==> config.mk <==
export PLATFORM = sky130hd
export DESIGN_NAME = lsu_align_check
export DESIGN_NICKNAME = d
export VERILOG_FILES = /design/src/rtl/lac_pkg.sv /design/src/rtl/lac_rst_sync.sv /design/src/rtl/lac_misalign.sv /design/src/rtl/lac_rule_eval.sv /design/src/rtl/lac_capture.sv /design/src/rtl/lsu_align_check.sv
export SDC_FILE = /design/constraint.sdc
export NUM_CORES = 1
export LEC_CHECK = 0
export BUFFER_PORTS_ARGS = -buffer_cell sky130_fd_sc_hd__clkbuf_2
export CAP_MARGIN = 10
export CORE_ASPECT_RATIO = 0.9
export CORE_MARGIN = 2
export CORE_UTILIZATION = 46
export CTS_CLUSTER_SIZE = 14
export DETAILED_ROUTE_END_ITERATION = 10
export PLACE_DENSITY = 0.85
export SYNTH_ARGS = -nofsm -noshare
export SYNTH_HDL_FRONTEND = slang
export SYNTH_SLANG_ARGS = --single-unit
==> constraint.sdc <==
create_clock -name clk_i -period 1.82 [get_ports clk_i]
set_input_delay 0.182 -clock clk_i [delete_from_list [all_inputs] [get_ports clk_i]]
set_output_delay 0.182 -clock clk_i [all_outputs]
set_load 0.03 [all_outputs]
==> src/rtl/lac_pkg.sv <==
package lac_pkg;
  // access size coding: log2 of the byte count
  localparam int SIZE_W = 2;
  localparam int NSIZE  = 1 << SIZE_W;
  // low address bits needed to judge the widest access
  localparam int LOW_W  = NSIZE - 1;
  // word alignment is judged on this many low bits
  localparam int WORD_LG = 2;

  localparam int CLS_W  = 3;
  localparam int NCLASS = 1 << CLS_W;

  typedef logic [CLS_W-1:0] cls_t;

  localparam cls_t CLS_SINGLE = 3'd0;
  localparam cls_t CLS_FP     = 3'd1;
  localparam cls_t CLS_MULT   = 3'd2;
  localparam cls_t CLS_RSV    = 3'd3;
  localparam cls_t CLS_STR    = 3'd4;
  localparam cls_t CLS_ZERO   = 3'd5;
endpackage

==> src/rtl/lac_rst_sync.sv <==
module lac_rst_sync (
  input  logic clk_i,
  input  logic arst_ni,
  output logic rst_no
);
  logic [1:0] sync_q;
  logic [1:0] sync_d;

  always_comb begin
    sync_d = {sync_q[0], 1'b1};
  end

  always_ff @(posedge clk_i or negedge arst_ni) begin
    if (!arst_ni) sync_q <= 2'b00;
    else          sync_q <= sync_d;
  end

  assign rst_no = sync_q[1];
endmodule

==> src/rtl/lac_misalign.sv <==
module lac_misalign
  import lac_pkg::*;
(
  input  logic [LOW_W-1:0]  ea_lo_i,
  input  logic [SIZE_W-1:0] size_i,
  output logic              word_mis_o,
  output logic              nat_mis_o
);
  // mis_by_size[s]: address is not a multiple of 2**s bytes
  logic [NSIZE-1:0] mis_by_size;

  for (genvar s = 0; s < NSIZE; s++) begin : g_size
    if (s == 0) begin : g_byte
      assign mis_by_size[s] = 1'b0;
    end else begin : g_wide
      assign mis_by_size[s] = |ea_lo_i[s-1:0];
    end
  end

  assign word_mis_o = mis_by_size[WORD_LG];
  assign nat_mis_o  = mis_by_size[size_i];
endmodule

==> src/rtl/lac_rule_eval.sv <==
module lac_rule_eval
  import lac_pkg::*;
(
  input  cls_t class_i,
  input  logic word_mis_i,
  input  logic nat_mis_i,
  input  logic little_endian_i,
  input  logic wr_thru_i,
  input  logic cache_inh_i,
  output logic fault_o
);
  logic [NCLASS-1:0] hit;

  for (genvar c = 0; c < NCLASS; c++) begin : g_cls
    if (c == int'(CLS_SINGLE)) begin : g_single
      assign hit[c] = little_endian_i & nat_mis_i;
    end else if (c == int'(CLS_FP)) begin : g_fp
      assign hit[c] = word_mis_i;
    end else if (c == int'(CLS_MULT)) begin : g_mult
      assign hit[c] = word_mis_i | little_endian_i;
    end else if (c == int'(CLS_RSV)) begin : g_rsv
      assign hit[c] = word_mis_i;
    end else if (c == int'(CLS_STR)) begin : g_str
      assign hit[c] = little_endian_i;
    end else if (c == int'(CLS_ZERO)) begin : g_zero
      assign hit[c] = wr_thru_i | cache_inh_i;
    end else begin : g_none
      assign hit[c] = 1'b0;
    end
  end

  assign fault_o = hit[class_i];
endmodule

==> src/rtl/lac_capture.sv <==
module lac_capture #(
  parameter int ADDR_W = 32
) (
  input  logic              clk_i,
  input  logic              rst_ni,
  input  logic              en_i,
  input  logic              fault_i,
  input  logic [ADDR_W-1:0] ea_i,
  output logic              fault_o,
  output logic [ADDR_W-1:0] ea_o
);
  logic              fault_q, fault_d;
  logic [ADDR_W-1:0] ea_q, ea_d;

  always_comb begin
    fault_d = fault_q;
    ea_d    = ea_q;
    if (en_i) begin
      fault_d = fault_i;
      ea_d    = ea_i;
    end
  end

  always_ff @(posedge clk_i or negedge rst_ni) begin
    if (!rst_ni) begin
      fault_q <= 1'b0;
      ea_q    <= '0;
    end else begin
      fault_q <= fault_d;
      ea_q    <= ea_d;
    end
  end

  assign fault_o = fault_q;
  assign ea_o    = ea_q;

  // with the enable low, the stored verdict and address do not move
  p_hold_r10: assert property (@(posedge clk_i) disable iff (!rst_ni)
    !en_i |=> $stable(fault_o) && $stable(ea_o))
    else $error("p_hold_r10");
endmodule

==> src/rtl/lsu_align_check.sv <==
module lsu_align_check
  import lac_pkg::*;
#(
  parameter int ADDR_W = 32
) (
  input  logic              clk_i,
  input  logic              rst_ni,
  input  logic              req_valid_i,
  input  logic [CLS_W-1:0]  req_class_i,
  input  logic [ADDR_W-1:0] req_ea_i,
  input  logic [SIZE_W-1:0] req_size_i,
  input  logic              little_endian_i,
  input  logic              wr_thru_i,
  input  logic              cache_inh_i,
  output logic              fault_o,
  output logic [ADDR_W-1:0] fault_ea_o
);
  logic rst_q_n;
  logic word_mis, nat_mis;
  logic fault_d;

  lac_rst_sync u_rst (
    .clk_i   (clk_i),
    .arst_ni (rst_ni),
    .rst_no  (rst_q_n)
  );

  lac_misalign u_mis (
    .ea_lo_i    (req_ea_i[LOW_W-1:0]),
    .size_i     (req_size_i),
    .word_mis_o (word_mis),
    .nat_mis_o  (nat_mis)
  );

  lac_rule_eval u_rule (
    .class_i         (cls_t'(req_class_i)),
    .word_mis_i      (word_mis),
    .nat_mis_i       (nat_mis),
    .little_endian_i (little_endian_i),
    .wr_thru_i       (wr_thru_i),
    .cache_inh_i     (cache_inh_i),
    .fault_o         (fault_d)
  );

  lac_capture #(.ADDR_W(ADDR_W)) u_cap (
    .clk_i   (clk_i),
    .rst_ni  (rst_q_n),
    .en_i    (req_valid_i),
    .fault_i (fault_d),
    .ea_i    (req_ea_i),
    .fault_o (fault_o),
    .ea_o    (fault_ea_o)
  );

  // the captured address follows a valid request by one edge
  p_ea_capture_r9: assert property (@(posedge clk_i) disable iff (!rst_q_n)
    req_valid_i |=> fault_ea_o == $past(req_ea_i))
    else $error("p_ea_capture_r9");

  // floating-point class is judged on the two low address bits only
  p_fp_word_r2: assert property (@(posedge clk_i) disable iff (!rst_q_n)
    req_valid_i && req_class_i == CLS_FP |=> fault_o == $past(|req_ea_i[1:0]))
    else $error("p_fp_word_r2");

  // string class follows the byte-order mode alone
  p_string_le_r5: assert property (@(posedge clk_i) disable iff (!rst_q_n)
    req_valid_i && req_class_i == CLS_STR |=> fault_o == $past(little_endian_i))
    else $error("p_string_le_r5");

  // cache-block zero follows the memory attributes alone
  p_zero_attr_r7: assert property (@(posedge clk_i) disable iff (!rst_q_n)
    req_valid_i && req_class_i == CLS_ZERO |=> fault_o == $past(wr_thru_i | cache_inh_i))
    else $error("p_zero_attr_r7");

  // unassigned class codes never fault
  p_spare_cls_r8: assert property (@(posedge clk_i) disable iff (!rst_q_n)
    req_valid_i && req_class_i > CLS_ZERO |=> !fault_o)
    else $error("p_spare_cls_r8");
endmodule

Word-level counts from Yosys, hierarchy flattened --
Index checks and enable logic that the tools add are counted.
Word-level totals: register bits 35, word-level logic and storage cells 14, input port bits 43, output and inout port bits 33
Cells by class: reductions and logical operators 2, order comparisons 2, bitwise logic cells 3, mux-type cells 4
Operators with widths (number):
- $lt 3x4->1 const B | 1
- $bmux 1 s3 | 1
- $lt 2x3->1 const B | 1
- $reduce_or 3->1 | 1
- $bmux 1 s2 | 1
- $mux 1 | 2
- $or 1x1->1 | 2
- $reduce_or 2->1 | 1
- $and 1x1->1 | 1

Longest topological paths before layout --
depth after elaboration 6, gate-level depth with buffers 4, depth with buffers taken out 4

Cells and area by module --
From an unflattened synthesis, not the netlist that was laid out.
Unflattened totals: cell total of the unflattened synthesis 85, area total of the unflattened synthesis 1508.9 sq um
Modules (own cells, without submodules):
- lac_capture | cells an instance 70, sequential area each 825.8 sq um, times used 1, area each 1381.3 sq um
- lac_rst_sync | cells an instance 3, sequential area each 50.0 sq um, times used 1, area each 53.8 sq um
- lac_rule_eval | cells an instance 8, sequential area each 0.0 sq um, times used 1, area each 46.3 sq um
- lac_misalign | cells an instance 4, sequential area each 0.0 sq um, times used 1, area each 27.5 sq um

Least setup slack after synthesis --
OpenSTA, ideal clock, no wires.
path type input port to flip-flop, start in req_ea_i[1], end reg u_cap.fault_q, in the netlist u_cap.fault_o, arrival time 1.008 ns, required time 1.694 ns, path slack 0.686 ns, stages on the path 4, library setup time 0.126 ns, path buffers 0, path through or2_1 -> a221oi_2 -> nor4b_1 -> o32a_1
Between the ends: longest elaborated chain between the ends 6, elaborated cells between the ends (all ways) 8, classes of those cells mux: 4; bitwise: 2; reduce/logical: 2
Ends and longest elaborated chain:
- start, declared | RTL line lsu_align_check.sv:10 | input logic [ADDR_W-1:0] req_ea_i,
- $reduce_or 3->1 or $reduce_or 2->1 (tied branches) | RTL line lac_misalign.sv:16 | assign mis_by_size[s] = |ea_lo_i[s-1:0];
- $bmux 1 s2 | RTL line lac_misalign.sv:21 | assign nat_mis_o = mis_by_size[size_i];
- $mux 1 (not written as such) | RTL line lac_misalign.sv:21
- $and 1x1->1 | RTL line lac_rule_eval.sv:16 | assign hit[c] = little_endian_i & nat_mis_i;
- $bmux 1 s3 (*) | RTL line lac_rule_eval.sv:32 | assign fault_o = hit[class_i];
- $mux 1 (not written as such) (*) | RTL line lac_rule_eval.sv:32
- end signal, assigned | RTL line lac_capture.sv:29 | fault_q <= fault_d;
- end, declared | RTL line lac_capture.sv:12 | logic fault_q, fault_d;
Every way passes the cells marked *; elsewhere a longest branch is shown, timed or not. The select of a mux whose other input is x is not followed. A chain may end at the register's enable or synchronous reset.

Worst setup path after layout --
start reg u_cap.ea_q[16], in the netlist u_cap.ea_o[16], end out fault_ea_o[16]
RTL lines:
- start, declared | RTL line lac_capture.sv:13 | logic [ADDR_W-1:0] ea_q, ea_d;
- start signal, assigned | RTL line lac_capture.sv:27 | ea_q <= '0;
- start signal, assigned | RTL line lac_capture.sv:30 | ea_q <= ea_d;
- end, declared | RTL line lsu_align_check.sv:16 | output logic [ADDR_W-1:0] fault_ea_o
No word-level cell between the ends.

==> flow_metrics.tcl <==
set metrics [dict create \
    status "completed" \
    synth_top_family_by_area "multiplexers" \
    viasPerCell 4.727 \
    syn-num-nets 126 \
    wl_met1_um 974 \
    multi_input_area_um2 437.9 \
    period_needed_ns 1.096 \
    fmax_mhz 912.0 \
    crit_path_start_kind "flip-flop" \
    nFillCells 209 \
    place.gp.congestion 0.6844 \
    nets 207 \
    io_pins 76 \
    synth_warnings 0 \
    wl_um 2573 \
    cts_setup_buffers 0 \
    grt_max_degree 22 \
    cts_max_path_buffers 2 \
    cts.clk_slew.worst_paths_ns 0.11 \
    path_delay_family "flip-flops" \
    p_int_uw 1436 \
    muxShareOfSynthArea 0.2697 \
    cts_tree "built" \
    syn_area_um2 1336 \
    cts_sinks 35 \
    vias 969 \
    crit_fanout 2 \
    sequentialPowerShare 0.456 \
    numCtsBuffers 5 \
    synth_xor_area_frac 0 \
    synth-compound-area-share 0.03839 \
    p_switching_uw 533.1 \
    end_kind "output pin" \
    switching_share 0.2707 \
    pre_cts_slack_ns 0.5005 \
    setup_viol 0 \
    cpMaxStageDelayCell "dfrtp_1" \
    maxSlewHeadroom 0.5442 \
    cp.required_ns 1.64 \
    routed-wl-met2_um 1347 \
    wire_per_inst_um 12.55 \
    grt_pass1_vias 866 \
    hpwl_um 2160 \
    ctsHoldBuffers 1 \
    met3WireLength_um 229 \
    worst_slack_ns 0.7236 \
    die_h_um 55.13 \
    drc 0 \
    cts_root_buf "clkbuf_4" \
    cpPeakStageDelay_ns 0.40 \
    hold_class "in -> reg" \
    layoutNonFillerInstCount 205 \
    grtUsageTotal 0.1628 \
    core_um2 2748 \
    tns_ns 0 \
    post_cts_resized 0 \
    antenna_found_initial 0 \
    p_clk_frac 0.343 \
    worstMarginPinSlew_ns 0.6837 \
    clock_latency_ns 0.33 \
    crit_chain "clkbuf_2" \
    portBuffers 75 \
    yosys.area_share.simple 0.01685 \
    power_density_nw_per_um2 1044 \
    grt_pass1_wl_um 3739 \
    finalHoldViolations 0 \
    cap_violations 0 \
    power_frac_comb 0.201 \
    htreeDepth 2 \
    fp-row-count 18 \
    postRouteAntennaNets 0 \
    die-width_um 60.82 \
    drt_iter0_drc 18 \
    area_growth_pct 41.10 \
    top_layer "met4" \
    whs_ns 0.07662 \
    synth_cells 83 \
    dieArea_um2 3353 \
    antenna_cells 0 \
    synthAdderAreaFrac 0 \
    rsz0062_at_grt "no" \
    yosysSeqAreaShare 0.6554 \
    crit_type "reg -> out" \
    drt_first_pass_iters 4 \
    slew_violations 0 \
    min_period_over_period 0.6024 \
    layout-drive-gt1-share 0.7152 \
    grt.overflow.total 0 \
    cp.arrival_ns 0.91 \
    skew_ns 0.006684 \
    ys_seq_elements 35 \
    synth.avg_cell_area_um2 16.10 \
    start_util 0.4863 \
    irDropWorstVdd_v 0.0006011 \
    placed_cells 196 \
    cp_num_buf_inv 1 \
    p_leak_uw 0.0009454 \
    yosysUniqueCellTypes 14 \
    regArea_um2 875.8 \
]
-- state kept, by name, summed over array words and instances (netlist names) --
signal and flops:
u_cap.ea_o 32, u_cap.fault_o 1, u_rst.sync_q 2
-- cell usage after synthesis (all sizes together) --
cell type  number  share of area
a21o            1         0.0056
a2111oi         1         0.0066
nor2            2         0.0056
o21ai           2         0.0075
inv             1         0.0028
buf             3          0.011
or2             1         0.0047
nor4b           1         0.0066
clkbuf          1         0.0028
a221oi          1          0.011
o32a            1         0.0075
conb            1         0.0028
mux2           32           0.27
dfrtp          35           0.66
-- final timing paths --
| kind | endpoint | from | cells past startpoint | slack (ns) |
|---|---|---|---|---|
| max in group asynchronous | u_cap.ea_o[19]$_DFFE_PN0P_ | u_rst.sync_q[1]$_DFF_PN0_ | 1 | 1.01 |
| hold reg to reg | u_cap.ea_o[23]$_DFFE_PN0P_ | u_rst.sync_q[1]$_DFF_PN0_ | 0 | 0.28 |
| min in group asynchronous | u_rst.sync_q[1]$_DFF_PN0_ | rst_ni | 2 | 0.16 |
| setup / recovery | fault_ea_o[16] | u_cap.ea_o[16]$_DFFE_PN0P_ | 1 | 0.72 |
| hold / removal | u_cap.ea_o[8]$_DFFE_PN0P_ | req_ea_i[8] | 2 | 0.08 |
| setup reg to reg | u_cap.ea_o[19]$_DFFE_PN0P_ | u_rst.sync_q[1]$_DFF_PN0_ | 1 | 1.01 |
-- cell type report --
type,count,share of cell area
Clock buffer,5,0.01991
Clock inverter,3,0.03583
Inverter,1,0.001991
Multi-Input combinational cell,43,0.2322
Sequential cell,35,0.4645
Tap cell,40,0.02654
Timing Repair Buffer,78,0.2190
-- power groups by stage --
stage | clock network [uW] | logic, uW | registers (uW)
floorplan | 0 | 96.9 | 1060
global placement | 0 | 389 | 910
detailed placement | 0 | 400 | 916
CTS | 693 | 402 | 900
global route | 733 | 424 | 909
finish | 675 | 396 | 898
-- kinds of logic after synthesis --
logic type / Yosys count
simple gates: 4
other cells: 1
flops: 35
mux: 32
compound gates: 6
buf+inv: 5
-- layer usage --
metal | global-route usage | vias up
li1 | - | 456
met1 | 0.1732 | 454
met2 | 0.2796 | 55
met3 | 0.06512 | 4
met4 | 0.08696 | 0
met5 | 0 | -
-- layout by cell type, fill, tap and decap left out --
master	netlist	routed
a2111oi_0	1	1
dfrtp_1	35	35
mux2_2	32	32
inv_1	1	1
or2_1	1	1
clkinvlp_4	0	1
nor4b_1	1	1
bufinv_16	0	2
clkbuf_2	0	75
a221oi_2	1	1
conb_1	1	1
o21ai_0	2	2
nor2_1	2	2
buf_4	0	1
a21o_1	1	1
dlygate4sd3_1	0	1
clkbuf_4	0	5
o32a_1	1	1
buf_12	0	1
-- per-stage QoR --
step                      area [um^2]    util  total power [uW]
final                            1886  0.6862              1969
after global routing             1886  0.6862              2065
after CTS                        1886  0.6862              1995
after detailed placement         1770  0.6444              1315
after global placement           1770  0.6444              1299
after floorplan                  1336       -              1162
Note: power is estimated with default switching activity, not from simulation.
